**src/rtl/rnd_pkg.sv**
```systemverilog
package rnd_pkg;

    // Rounding mode field. The values are fixed by the R4-R7 requirements.
    typedef enum logic [1:0] {
        RM_NEAREST = 2'b00,
        RM_TO_ZERO = 2'b01,
        RM_TO_NEG  = 2'b10,
        RM_TO_POS  = 2'b11
    } rmode_e;

    // Bits that sit below the result LSB.
    typedef struct packed {
        logic guard;
        logic rnd;
        logic sticky;
    } tail_t;

endpackage

```
**src/rtl/rnd_decide.sv**
```systemverilog
// Decides whether to round up, given the discarded tail, the sign and the mode.
module rnd_decide
    import rnd_pkg::*;
(
    input  tail_t  tail_i,
    input  logic   lsb_i,
    input  logic   sign_i,
    input  rmode_e mode_i,
    output logic   inexact_o,
    output logic   bump_o
);

    logic lost;

    always_comb begin
        lost      = tail_i.guard | tail_i.rnd | tail_i.sticky;
        inexact_o = lost;
        bump_o    = 1'b0;
        unique case (mode_i)
            RM_NEAREST: bump_o = tail_i.guard & (tail_i.rnd | tail_i.sticky | lsb_i);
            RM_TO_ZERO: bump_o = 1'b0;
            RM_TO_NEG:  bump_o = lost & sign_i;
            RM_TO_POS:  bump_o = lost & ~sign_i;
            default:    bump_o = 1'b0;
        endcase
    end

endmodule

```
**src/rtl/rnd_incr.sv**
```systemverilog
// Adds cin_i at bit 0. The adder is split into fixed-width segments, and a
// carry enters a segment only when every lower segment is all ones.
module rnd_incr #(
    parameter int W     = 64,
    parameter int SEG_W = 16
) (
    input  logic [W-1:0] val_i,
    input  logic         cin_i,
    output logic [W-1:0] sum_o
);

    localparam int NSEG = (W + SEG_W - 1) / SEG_W;
    localparam int PADW = NSEG * SEG_W;

    logic [PADW-1:0] padded;
    logic [PADW-1:0] summed;
    logic [NSEG:0]   carry;

    assign padded   = {{(PADW - W){1'b0}}, val_i};
    assign carry[0] = cin_i;

    for (genvar s = 0; s < NSEG; s++) begin : g_seg
        logic [SEG_W-1:0] part;
        assign part                         = padded[s*SEG_W +: SEG_W];
        assign summed[s*SEG_W +: SEG_W]     = part + {{(SEG_W - 1){1'b0}}, carry[s]};
        assign carry[s+1]                   = carry[s] & (&part);
    end

    assign sum_o = summed[W-1:0];

endmodule

```
**src/rtl/mant_rounder.sv**
```systemverilog
// Combinational rounding stage: removes the guard and round bits and
// rounds according to mode_i.
module mant_rounder
    import rnd_pkg::*;
#(
    parameter int RES_W   = 64,
    parameter int CHUNK_W = 16
) (
    input  logic [RES_W+1:0] mant_i,
    input  logic             sign_i,
    input  logic             sticky_i,
    input  logic [1:0]       mode_i,
    output logic [RES_W-1:0] mant_o,
    output logic             sticky_o,
    output logic             inexact_o,
    output logic             rounded_up_o
);

    tail_t            tail;
    rmode_e           mode;
    logic [RES_W-1:0] shifted;
    logic             bump;

    assign tail    = '{guard: mant_i[1], rnd: mant_i[0], sticky: sticky_i};
    assign mode    = rmode_e'(mode_i);
    assign shifted = mant_i[RES_W+1:2];

    rnd_decide u_decide (
        .tail_i    (tail),
        .lsb_i     (shifted[0]),
        .sign_i    (sign_i),
        .mode_i    (mode),
        .inexact_o (inexact_o),
        .bump_o    (bump)
    );

    rnd_incr #(
        .W     (RES_W),
        .SEG_W (CHUNK_W)
    ) u_incr (
        .val_i (shifted),
        .cin_i (bump),
        .sum_o (mant_o)
    );

    assign rounded_up_o = bump;
    assign sticky_o     = 1'b0;

endmodule

```
**config.mk**
```make
export PLATFORM = sky130hd
export DESIGN_NAME = mant_rounder
export DESIGN_NICKNAME = d
export VERILOG_FILES = /design/src/rtl/rnd_pkg.sv /design/src/rtl/rnd_decide.sv /design/src/rtl/rnd_incr.sv /design/src/rtl/mant_rounder.sv
export SDC_FILE = /design/constraint.sdc
export NUM_CORES = 1
export LEC_CHECK = 0
export CAP_MARGIN = 5
export CELL_PAD_IN_SITES_DETAIL_PLACEMENT = 0
export CELL_PAD_IN_SITES_GLOBAL_PLACEMENT = 1
export CORE_UTILIZATION = 18
export DETAILED_ROUTE_END_ITERATION = 7
export PLACE_DENSITY = 0.85
export SETUP_SLACK_MARGIN = 0.3
export SYNTH_ARGS = -nofsm -noshare
export SYNTH_HDL_FRONTEND = slang
export SYNTH_SLANG_ARGS = --single-unit
```
**constraint.sdc**
```tcl
create_clock -name vclk -period 3.2
set_input_delay 0.48 -clock vclk [all_inputs]
set_output_delay 0.48 -clock vclk [all_outputs]
set_load 0.1 [all_outputs]
```
Word-level counts from Yosys, hierarchy flattened. Index checks and enable logic that the tools add are counted.

Register bits after elaboration: 0. Input port bits: 70. Output and inout port bits: 67. Logic and storage cells: 23.

$add $sub $neg: 4. Eq/ne operators: 3. Multiplexer cells: 1. Bitwise logic cells: 11. Reductions and logical operators: 4.

Operators with widths (number): $add 16x1->16 (4); $reduce_and 16->1 (3); $and 1x1->1 (6); $eq 2x2->1 const B (2); $or 1x1->1 (4); $pmux 1 s4 (1); $eq 2x1->1 const B (1); $logic_not 2->1 (1); $not 1->1 (1).

Logic depth before layout (Yosys ltp).
Depth after elaboration: 8. Gate-level depth with buffers: 10. Gate-level depth less buffers: 10.

Modules after synthesis. From an unflattened synthesis, not the netlist that was laid out.

Cells, all modules: 176. Area total of the unflattened synthesis: 1183.6 um^2.

By module, submodules not included: rnd_incr (instances 1, cells each 167, area each 1129.8 um^2, seq. area each 0.0 um^2); rnd_decide (instances 1, cells each 7, area each 42.5 um^2, seq. area each 0.0 um^2); mant_rounder (instances 1, cells each 2, area each 11.3 um^2, seq. area each 0.0 um^2).

Worst setup path after synthesis. OpenSTA, ideal clock, no wires.

Kind: input to output. From: input mode_i[1]. To: output mant_o[9]. Data arrival time: 3.909 ns. Required time: 2.720 ns. Path slack: -1.189 ns. Stages: 9. Path buffers: 0. Cells stage by stage: nor3b_1 > a21oi_1 > o221ai_1 > inv_1 > ha_1 > nand3_1 > nor2_1 > nand4_1 > xnor2_1.

Cells in the longest elaborated chain, start to end: 3. Elaborated cells on any way between the ends: 6. Classes of those cells: add/sub (1); eq/ne (3); mux (1); reduce/logical (1).

RTL lines: start, declared (RTL line mant_rounder.sv:12) `input logic [1:0] mode_i,`; $eq 2x2->1 (tied with other cells) (RTL line rnd_decide.sv:19) `unique case (mode_i)`; $pmux 1 s4 * (RTL line rnd_decide.sv:19); via rounded_up_o (RTL line mant_rounder.sv:16) `output logic rounded_up_o`; $add 16x1->16 * (RTL line rnd_incr.sv:25) `assign summed[s*SEG_W +: SEG_W] = part + {{(SEG_W - 1){1'b0}}, carry[s]};`; end, declared (RTL line mant_rounder.sv:13) `output logic [RES_W-1:0] mant_o,`.

Mark *: on every way through the listed nets, which the timed path passes. The rest lies on a longest branch.

Worst setup path in the final report.
From: input mant_i[30]. To: output mant_o[44].

Cells in the longest elaborated chain, start to end: 3.

RTL lines: start, declared (RTL line mant_rounder.sv:9) `input logic [RES_W+1:0] mant_i,`; $reduce_and 16->1 (RTL line rnd_incr.sv:26) `assign carry[s+1] = carry[s] & (&part);`; $and 1x1->1 (RTL line rnd_incr.sv:26); $add 16x1->16 (RTL line rnd_incr.sv:25).

Every way passes these cells.

==> metrics.md <==
| Metric | Value |
|---|---|
| Failing checks | `setup timing` |
| CP Depth | `11` |
| Final hold vios | `0` |
| Status | `complete, but fails checks` |
| Mapped cell area | `between 0.001 and 0.0015 mm^2` |
| Syn nets | `260` |
| Number of clock buffers in the layout | `0` |
| Gr ovfl total | `0` |
| Die Span X | `85.0 um` |
| Largest family of logic cells by synthesized area | `simple AND/OR/NAND/NOR gates` |
| Initial antenna violation count | `0` |
| Post-Synth XOR/XNOR Area | `about 40%` |
| All-Layer GR Usage | `22.9%` |
| Number of synthesis warnings | `0` |
| Final worst path period share | `103%` |
| Crit-path leading delay family | `simple AND/OR/NAND/NOR gates` |
| Worst endpoint required time | `about 2.7 ns` |
| Worst Min Path Start | `mant_i[45]` |
| Logic pwr share | `between 90% and 100%` |
| Tot Pwr | `around 0.95 mW` |
| TritonRoute pass-1 iters | `4` |
| Post-layout nets | `510` |
| Seq cells | `0` |
| IO Port Bufs | `~140` |
| Post-Layout Cell Count | `slightly above 500` |
| Syn Area/Cell | `6.82 um^2` |
| Global-route wire length before repair | `roughly 13 mm` |
| Slowest stage cell, crit path | `clkdlybuf4s50_1` |
| Yosys top cell area share | `about a quarter` |
| Vias | `roughly 2.4k` |
| Die area | `a little over 0.007 mm^2` |
| Initial Utilization | `around a fifth` |
| Share of power burned in the clock network | `0%` |
| Critical path endpoint | `mant_o[44]` |
| Max Slew Vio Count | `0` |
| Max frequency | `between 0.3 and 0.4 GHz` |
| Drt via density | `roughly 4.8` |
| Met3 routed wirelength | `653 um` |
| Die height | `approximately 85 um` |
| Crit path cell chain | `clkdlybuf4s50_1, and3_4, nand3_1, nor3_2, buf_4, ha_4, nand2_4, nor3_4, nand4_1, xnor2_4, buf_12` |
| Core box area | `roughly 0.0065 mm^2` |
| Max FO, Critical Path | `4` |
| Cell Count Post-Placement | `472` |
| Setup TNS | `-0.840 ns` |
| Cell Pwr Density | `162 mW/mm^2` |
| Vias in the first global route | `~2.6k` |
| Netlist cell types | `26` |
| CP endpoint kind | `primary output` |
| Global placer's final weighted congestion | `0.793` |
| Worst Path Arrival | `between 2 and 3 ns` |
| Metal1 wirelength | `between 2 and 3 mm` |
| Setup crit start kind | `input pin` |
| Share of cells above drive strength 1 | `82.8%` |
| Pin count of the biggest net entering global routing | `7` |
| CTS Hold Buffers Added | `0` |
| Sequential fraction of the synthesis area | `0%` |
| Buf+Inv Stages, Crit Path | `3` |
| Max capacitance violation total | `0` |
| Dominant cell type by area after synthesis | `xnor2_1` |
| Post-Synth Adder-Cell Area | `roughly 8.1%` |
| DR WL/cell | `between 15 and 20 um` |
| Register share of total power | `0%` |
| Min Tclk post-route | `~3.3 ns` |
| Switching power summed over all nets | `about 0.57 mW` |
| Core Rows | `29` |
| Synth area leaders | `xnor2_1, xor2_1, nand3_1, ha_1, nand4_1` |
| DRT antenna net count | `0` |
| Area grow syn2layout | `375%` |
| Top Metal Used | `met4` |
| Synth Area in Compound Gates | `roughly 1.7%` |
| Int Power | `approximately 0.39 mW` |
| Leakage power | `2.53 nW` |
| WL met2 | `around 5.5 mm` |
| Worst hold path type | `in -> out` |
| Drt initial violations | `38` |
| WL final | `roughly 9.3 mm` |
| WS Path Type | `in -> out` |
| Simple logic cell fraction of the synthesized area | `approximately 48%` |
| Worst vdd rail ir drop | `119 uV` |
| Worst setup margin | `-0.0970 ns` |
| Antenna diodes | `0` |
| DRC | `0` |
| Post-DP HPWL | `roughly 6.3 mm` |
| Top Ports | `about 140` |
| Most numerous cell in the Yosys netlist | `xnor2_1` |
| RSZ-0062 raised after global routing | `yes` |
| Worst path max stage delay | `around 0.49 ns` |
| Cell count after synthesis | `about 180` |
| Register area | `0 um^2` |
| Switch share | `59.4%` |
| Multiplexer share of the synthesized area | `0%` |
| CP startpoint | `mant_i[30]` |
| Top post-synthesis cells by count | `xnor2_1, nand3_1, nand2_1` |
| Setup-failing EPs final | `14` |
| Fin util | `between 90% and 100%` |
## layout make-up
class,count,area [um^2]
Multi-Input combinational cell,176,2870
Timing Repair Buffer,249,2910
Inverter,5,22.5
Tap cell,77,96.3
Fill cell,255,597
## worst min-delay path: stages
cell	delay [ns]
buf_6	0.10
xor2_4	0.07
buf_12	0.16
## per-layer routing
metal  vias to the layer above  global-route usage, %
li1                       1129                      -
met1                      1166                   23.0
met2                       104                   48.8
met3                        18                   5.54
met4                         0                  0.924
met5                         -                      0
## cells in the final DEF (no fill, tap or decap), types with 3 or more instances in the layout
cell and instances:
nor2_1 3, and3_4 7, buf_12 66, nand3_4 14
nand3_1 9, nand2_4 10, buf_4 75, dlygate4sd2_1 9
clkbuf_2 15, nor2_2 3, clkdlybuf4s50_1 20, xor2_4 18
xnor2_4 36, nor2_4 13, nand4_1 14, buf_2 9
nor3_4 3, nand2_2 4, buf_6 51, inv_1 3
ha_4 7, nand2_1 7
## worst min path at each step
| stage | endpoint | slack, ns | cells after the start |
|---|---|---|---|
| after floorplan | mant_o[26] | 1.16 | 1 |
| final | mant_o[43] | 1.29 | 3 |
| after detailed placement | mant_o[63] | 1.78 | 3 |
| after global placement | mant_o[63] | 1.77 | 3 |
| after global routing | mant_o[43] | 1.30 | 3 |
| after CTS | mant_o[5] | 1.40 | 4 |
## power groups by stage
stage	Sequential, mW	Clock [mW]	Combinational (mW)
6_report	0	0	0.954
5_1_grt	0	0	0.979
4_1_cts	0	0	0.931
3_5_place_dp	0	0	0.919
3_3_place_gp	0	0	0.908
2_1_floorplan	0	0	0.489
## through the flow
stage                     setup WS (ns)  hold slack [ns]  instance area (um^2)
final                           -0.0970             1.29                  5900
after detailed placement         -0.679             1.78                  5250
after CTS                        -0.198             1.40                  5650
after global routing             -0.236             1.30                  5900
after global placement           -0.574             1.77                  5250
after floorplan                  -0.237             1.16                  2580
## cells by family after synthesis
family                     after synthesis
AOI/OAI and AO/OA                        3
xor gates and xnor gates                57
adders and majority gates                8
buffers and inverters                    6
other                                    1
and+or+nand+nor                        107
## what timing repair did
action / 4_1_cts / 5_1_grt
pin swaps: 72 / 50
resized for setup: 193 / 87
endpoints found under the setup margin: 60 / 51
setup buffers: 22 / 13
cloned: 0 / 0
No activity file was read; power rests on OpenSTA's default activity.
